<file path="config.mk">
export PLATFORM = sky130hd
export DESIGN_NAME = gfx_aperture_regs
export DESIGN_NICKNAME = d
export VERILOG_FILES = /design/src/rtl/gap_pkg.sv /design/src/rtl/gap_size_reg.sv /design/src/rtl/gap_apbase_reg.sv /design/src/rtl/gap_stolen_reg.sv /design/src/rtl/gap_addr_pipe.sv /design/src/rtl/gfx_aperture_regs.sv
export SDC_FILE = /design/constraint.sdc
export NUM_CORES = 1
export LEC_CHECK = 0
export BUFFER_PORTS_ARGS = -buffer_cell sky130_fd_sc_hd__buf_2
export CORE_ASPECT_RATIO = 0.8
export CORE_UTILIZATION = 35
export DETAILED_ROUTE_END_ITERATION = 7
export PLACE_DENSITY = 0.65
export SYNTH_ARGS = -nofsm -noshare
export SYNTH_HDL_FRONTEND = slang
export SYNTH_SLANG_ARGS = --single-unit
</file>
<file path="constraint.sdc">
create_clock -name clk -period 2.3 [get_ports clk]
set_clock_uncertainty 0.2 [all_clocks]
set_input_delay 0.23 -clock clk [delete_from_list [all_inputs] [get_ports clk]]
set_output_delay 0.23 -clock clk [all_outputs]
set_load 0.01 [all_outputs]
</file>
<file path="src/rtl/gap_pkg.sv">
package gap_pkg;
  localparam int DW = 32;
  localparam int AW = 8;
  localparam int AP_LSB = 27;
  localparam int AP_W = DW - AP_LSB;
  localparam int SB_LSB = 20;
  localparam int SB_W = DW - SB_LSB;
  localparam int SZ_LSB = 17;

  localparam logic [AW-1:0] OFS_APBASE = 8'h18;
  localparam logic [AW-1:0] OFS_SIZE   = 8'h60;
  localparam logic [AW-1:0] OFS_STOLEN = 8'h70;

  typedef enum logic [1:0] {
    SZ_128 = 2'b00,
    SZ_256 = 2'b01,
    SZ_BAD = 2'b10,
    SZ_512 = 2'b11
  } size_code_t;

  // Writable aperture base bits (31:27) for a given size code.
  function automatic logic [AP_W-1:0] ap_mask(input size_code_t s);
    logic [AP_W-1:0] m;
    m = '1;
    case (s)
      SZ_128:  m = '1;
      SZ_256:  m[0] = 1'b0;
      default: m[1:0] = 2'b00;
    endcase
    return m;
  endfunction
endpackage

</file>
<file path="src/rtl/gap_size_reg.sv">
module gap_size_reg
  import gap_pkg::*;
(
  input  logic       clk,
  input  logic       rst_n,
  input  logic       wr_en,
  input  logic [1:0] wr_code,
  output size_code_t size_q,
  output size_code_t size_nxt
);
  always_comb begin
    size_nxt = size_q;
    if (wr_en && (wr_code != SZ_BAD)) size_nxt = size_code_t'(wr_code);
  end

  always_ff @(posedge clk) begin
    if (!rst_n) size_q <= SZ_256;
    else        size_q <= size_nxt;
  end

  AST_SIZE_LEGAL: assert property (@(posedge clk) disable iff (!rst_n)
    size_q != SZ_BAD);
  AST_BAD_CODE_KEPT: assert property (@(posedge clk) disable iff (!rst_n)
    (wr_en && wr_code == SZ_BAD) |=> $stable(size_q));
endmodule

</file>
<file path="src/rtl/gap_apbase_reg.sv">
module gap_apbase_reg
  import gap_pkg::*;
(
  input  logic            clk,
  input  logic            rst_n,
  input  logic            wr_en,
  input  logic [AP_W-1:0] wr_bits,
  input  size_code_t      size_nxt,
  output logic [AP_W-1:0] ap_q
);
  logic [AP_W-1:0] ap_d;

  // Mask with the size that takes effect at this edge, so a shrink clears at once.
  always_comb begin
    ap_d = wr_en ? wr_bits : ap_q;
    ap_d = ap_d & ap_mask(size_nxt);
  end

  always_ff @(posedge clk) begin
    if (!rst_n) ap_q <= '0;
    else        ap_q <= ap_d;
  end
endmodule

</file>
<file path="src/rtl/gap_stolen_reg.sv">
module gap_stolen_reg
  import gap_pkg::*;
(
  input  logic            clk,
  input  logic            rst_n,
  input  logic            wr_en,
  input  logic [DW-1:0]   wr_data,
  output logic [SB_W-1:0] base_q,
  output logic            lock_q
);
  always_ff @(posedge clk) begin
    if (!rst_n) begin
      base_q <= '0;
      lock_q <= 1'b0;
    end else if (wr_en && !lock_q) begin
      base_q <= wr_data[DW-1:SB_LSB];
      lock_q <= wr_data[0];
    end
  end

  AST_LOCK_FREEZE: assert property (@(posedge clk) disable iff (!rst_n)
    lock_q |=> (lock_q && $stable(base_q)));
endmodule

</file>
<file path="src/rtl/gap_addr_pipe.sv">
module gap_addr_pipe
  import gap_pkg::*;
(
  input  logic            clk,
  input  logic            rst_n,
  input  logic [SB_W-1:0] base,
  input  logic            in_valid,
  output logic            in_ready,
  input  logic [DW-1:0]   in_off,
  output logic            out_valid,
  input  logic            out_ready,
  output logic [DW-1:0]   out_addr
);
  logic [DW-1:0] sum;

  assign sum      = {base, {SB_LSB{1'b0}}} + in_off;
  assign in_ready = !out_valid || out_ready;

  always_ff @(posedge clk) begin
    if (!rst_n) begin
      out_valid <= 1'b0;
      out_addr  <= '0;
    end else if (in_ready) begin
      out_valid <= in_valid;
      if (in_valid) out_addr <= sum;
    end
  end

  AST_HOLD_STALLED: assert property (@(posedge clk) disable iff (!rst_n)
    (out_valid && !out_ready) |=> (out_valid && $stable(out_addr)));
  AST_ONE_CYCLE: assert property (@(posedge clk) disable iff (!rst_n)
    (in_valid && in_ready) |=> out_valid);
endmodule

</file>
<file path="src/rtl/gfx_aperture_regs.sv">
module gfx_aperture_regs
  import gap_pkg::*;
(
  input  logic          clk,
  input  logic          rst_n,
  input  logic [AW-1:0] reg_addr,
  input  logic          reg_wr,
  input  logic [DW-1:0] reg_wdata,
  output logic [DW-1:0] reg_rdata,
  input  logic          off_valid,
  output logic          off_ready,
  input  logic [DW-1:0] off_data,
  output logic          phys_valid,
  input  logic          phys_ready,
  output logic [DW-1:0] phys_addr
);
  size_code_t      size_q, size_nxt;
  logic [AP_W-1:0] ap_q;
  logic [SB_W-1:0] sb_q;
  logic            lock_q;
  logic            wr_size, wr_ap, wr_sb;

  assign wr_size = reg_wr && (reg_addr == OFS_SIZE);
  assign wr_ap   = reg_wr && (reg_addr == OFS_APBASE);
  assign wr_sb   = reg_wr && (reg_addr == OFS_STOLEN);

  gap_size_reg u_size (
    .clk(clk), .rst_n(rst_n), .wr_en(wr_size),
    .wr_code(reg_wdata[SZ_LSB+1:SZ_LSB]),
    .size_q(size_q), .size_nxt(size_nxt)
  );

  gap_apbase_reg u_ap (
    .clk(clk), .rst_n(rst_n), .wr_en(wr_ap),
    .wr_bits(reg_wdata[DW-1:AP_LSB]), .size_nxt(size_nxt), .ap_q(ap_q)
  );

  gap_stolen_reg u_sb (
    .clk(clk), .rst_n(rst_n), .wr_en(wr_sb),
    .wr_data(reg_wdata), .base_q(sb_q), .lock_q(lock_q)
  );

  gap_addr_pipe u_pipe (
    .clk(clk), .rst_n(rst_n), .base(sb_q),
    .in_valid(off_valid), .in_ready(off_ready), .in_off(off_data),
    .out_valid(phys_valid), .out_ready(phys_ready), .out_addr(phys_addr)
  );

  always_comb begin
    reg_rdata = '0;
    case (reg_addr)
      OFS_SIZE:   reg_rdata[SZ_LSB+1:SZ_LSB] = size_q;
      OFS_APBASE: reg_rdata[DW-1:AP_LSB]     = ap_q;
      OFS_STOLEN: reg_rdata = {sb_q, {(SB_LSB-1){1'b0}}, lock_q};
      default:    reg_rdata = '0;
    endcase
  end

  AST_AP_FORCED_ZERO: assert property (@(posedge clk) disable iff (!rst_n)
    (ap_q & ~ap_mask(size_q)) == '0);
  AST_SB_UNCHANGED_OTHER: assert property (@(posedge clk) disable iff (!rst_n)
    !wr_sb |=> ($stable(sb_q) && $stable(lock_q)));
endmodule

</file>
==> summary.txt <==
most common cell after layout, fill and taps aside -> buf_2
routed via count -> 2765
sw power -> 0.0004788 W
CTS Buffer Depth -> 2
cell taking the most area after synthesis -> dfxtp_1
asr flop ratio synth -> 0
#FFs+latches synth -> 53
Tcrit/Tclk final -> 0.9430
Die Wd -> 99.61 um
drt initial violations -> 108
Crit. End Element -> register
Worst EP required -> 2330 ps
Worst Path Buf+Inv -> 0
Worst Path Max Fanout -> 6
Post-DP HPWL -> 5150 um
CTS tree -> built
status -> completed
CP peak stage delay -> 360 ps
Setup-failing EPs final -> 0
register area share after synthesis -> 0.3977
Yosys cell types -> 41
clock slew at reported path FFs -> 90 ps
Hold Violations, Final -> 0
Clock Power Share -> 0.340
I/O pins -> 143
die area -> 7977 um2
vias in the first global route -> 2536
CP top delay family -> compound AO/OA/AOI/OAI gates
TNS Setup -> 0 ps
all-layer global routing usage -> 0.1813
EDFF count, synth -> 0
clk_lat worst skew -> 300 ps
Core Footprint -> 7392 um2
fill cell count -> 746
worst vdd ir -> 0.2747 mV
largest net degree at the start of global routing -> 29
Die Ht -> 80.09 um
Critical-path top delay cell -> ha_1
max-cap violations -> 0
initial antenna violation count -> 0
internal power -> 0.001452 W
Port Buf Inserts -> 108
switching share of power -> 0.2480
Synth Warn # -> 0
GP Congestion -> 0.8722
top cells by area, synth -> dfxtp_1, nand2_1, a21oi_1
Min Hold Slack -> 54.13 ps
number of iterations in the first detailed-routing pass -> 7
WP data arrival -> 2200 ps
total wire length -> 7258 um
share of cells above drive strength 1 -> 0.2884
CP Class -> reg2reg
fmax -> 0.4611 GHz
syn_area_per_cell -> 7.963 um2
unrepaired setup endpoints after global routing -> false
Final ANT Viol Nets -> 0
Crit path top cell by count -> a21oi_1
Initial Utilization -> 0.3609
WL per Instance -> 12.51 um
Pins Over Slew Limit -> 0
area grow syn2layout -> 40.53%
Mapped Cells -> 335
CTS Sinks -> 53
Combinational Power Share -> 0.159
top_reg_cell synth -> dfxtp_1
Placement Rows -> 28
Vias/cell -> 4.767
Synth Cell Area -> 2668 um2
Seq pwr share -> 0.502
Setup Buffers After CTS -> 0
Power per Cell Area -> 515.1 nW/um2
number of CTS-inserted buffers -> 5
H-tree Lvls -> 2
Antenna Diode Count -> 0
GRT overflow -> 0
first-pass GRT wire length -> 11490 um
HP Class -> in2reg
crit-path cells -> ha_1 -> a21oi_1 -> a21oi_1 -> a211o_1 -> or3_1 -> a31oi_1
Lkg Pwr -> 1.790 nW
top-area cell type share of the netlist area -> 0.3977
clock root cell -> clkbuf_8
commonest cells after routing, fill and taps aside -> buf_2, nand2_1, dfxtp_1
DRC Markers -> 0
minimum clock period -> 2169 ps
fin nets -> 563
Critical Path Start Type -> register
==> final timing paths <==
| kind | slack, ps | start | end | depth (start not counted) |
|---|---|---|---|---|
| setup / recovery | 130 | u_sb.base_q[7] | u_pipe.out_addr[31] | 6 |
| hold / removal | 50 | reg_wdata[17] | u_size.size_q[0] | 3 |
| hold reg to reg | 250 | u_ap.ap_q[3] | u_ap.ap_q[3] | 2 |
| setup reg to reg | 130 | u_sb.base_q[7] | u_pipe.out_addr[31] | 6 |
==> power groups by stage <==
stage	clock, W	sequential, W	combinational, W
floorplan	0	0.00101	0.000138
global placement	0	0.000988	0.000255
detailed placement	0	0.000990	0.000258
CTS	0.000688	0.000969	0.000304
global route	0.000713	0.000973	0.000339
finish	0.000656	0.000969	0.000307
==> metal layers <==
metal / GRT usage / vias up / part of all wire
li1: - / 1404 / -
met1: 0.2285 / 1278 / 0.46
met2: 0.3125 / 73 / 0.49
met3: 0.03133 / 10 / 0.036
met4: 0.06471 / 0 / 0.012
met5: 0 / - / 0
==> flip-flops by register name, indices dropped and copies added (netlist names) <==
signal and cells:
u_ap.ap_q 5, u_pipe.out_addr 32, u_pipe.out_valid 1, u_sb.base_q 12, u_sb.lock_q 1, u_size.size_q 2
==> cell usage after synthesis (all sizes together), types with 5 or more instances <==
cell type,n
nor2,9
a22o,5
a31oi,5
buf,20
a21o,6
nand3,17
and2,11
nand2,81
clkbuf,15
dfxtp,53
ha,11
a21oi,49
==> through the flow <==
step / setup WS [ps] / area [um2] / utilization / cells / power [W]
2_1_floorplan: 295.0 / 2728 / - / 351 / 0.001145
3_3_place_gp: 102.2 / 3272 / 0.4426 / 538 / 0.001244
3_5_place_dp: 21.87 / 3272 / 0.4426 / 538 / 0.001248
4_1_cts: 27.65 / 3729 / 0.5044 / 580 / 0.001961
5_1_grt: 34.58 / 3749 / 0.5071 / 580 / 0.002025
6_report: 131.1 / 3749 / 0.5071 / 580 / 0.001931
==> cells by family after synthesis <==
family | count (synthesis) | synth area share
DFF | 53 | 0.3977
AOI/OAI and AO/OA | 80 | 0.1796
other | 1 | 0.001406
adders and majority gates | 12 | 0.05910
and+or+nand+nor | 143 | 0.2589
xor gates and xnor gates | 4 | 0.01313
buffers and inverters | 39 | 0.07879
muxes | 3 | 0.01126
==> final cells by class <==
class | instances | area (um2) | area share
multi-input cells | 259 | 1476 | 0.3939
flip-flops and latches | 53 | 1061 | 0.2830
repair buffers | 151 | 948.4 | 0.2530
well taps | 105 | 131.4 | 0.03505
clock buffers | 7 | 86.33 | 0.02303
clock inverters | 1 | 30.03 | 0.008011
inverters | 4 | 15.01 | 0.004005
==> worst min-delay path: stages <==
cell,delay [ps]
buf_2,90
nand3_1,100
o211ai_1,100
==> repair_timing <==
item                                   CTS  global route
resized for setup                        0             5
setup endpoints to repair                0             3
endpoints found under the hold margin   37             0
hold buffers                            34             0
No activity file was read; power rests on OpenSTA's default activity.
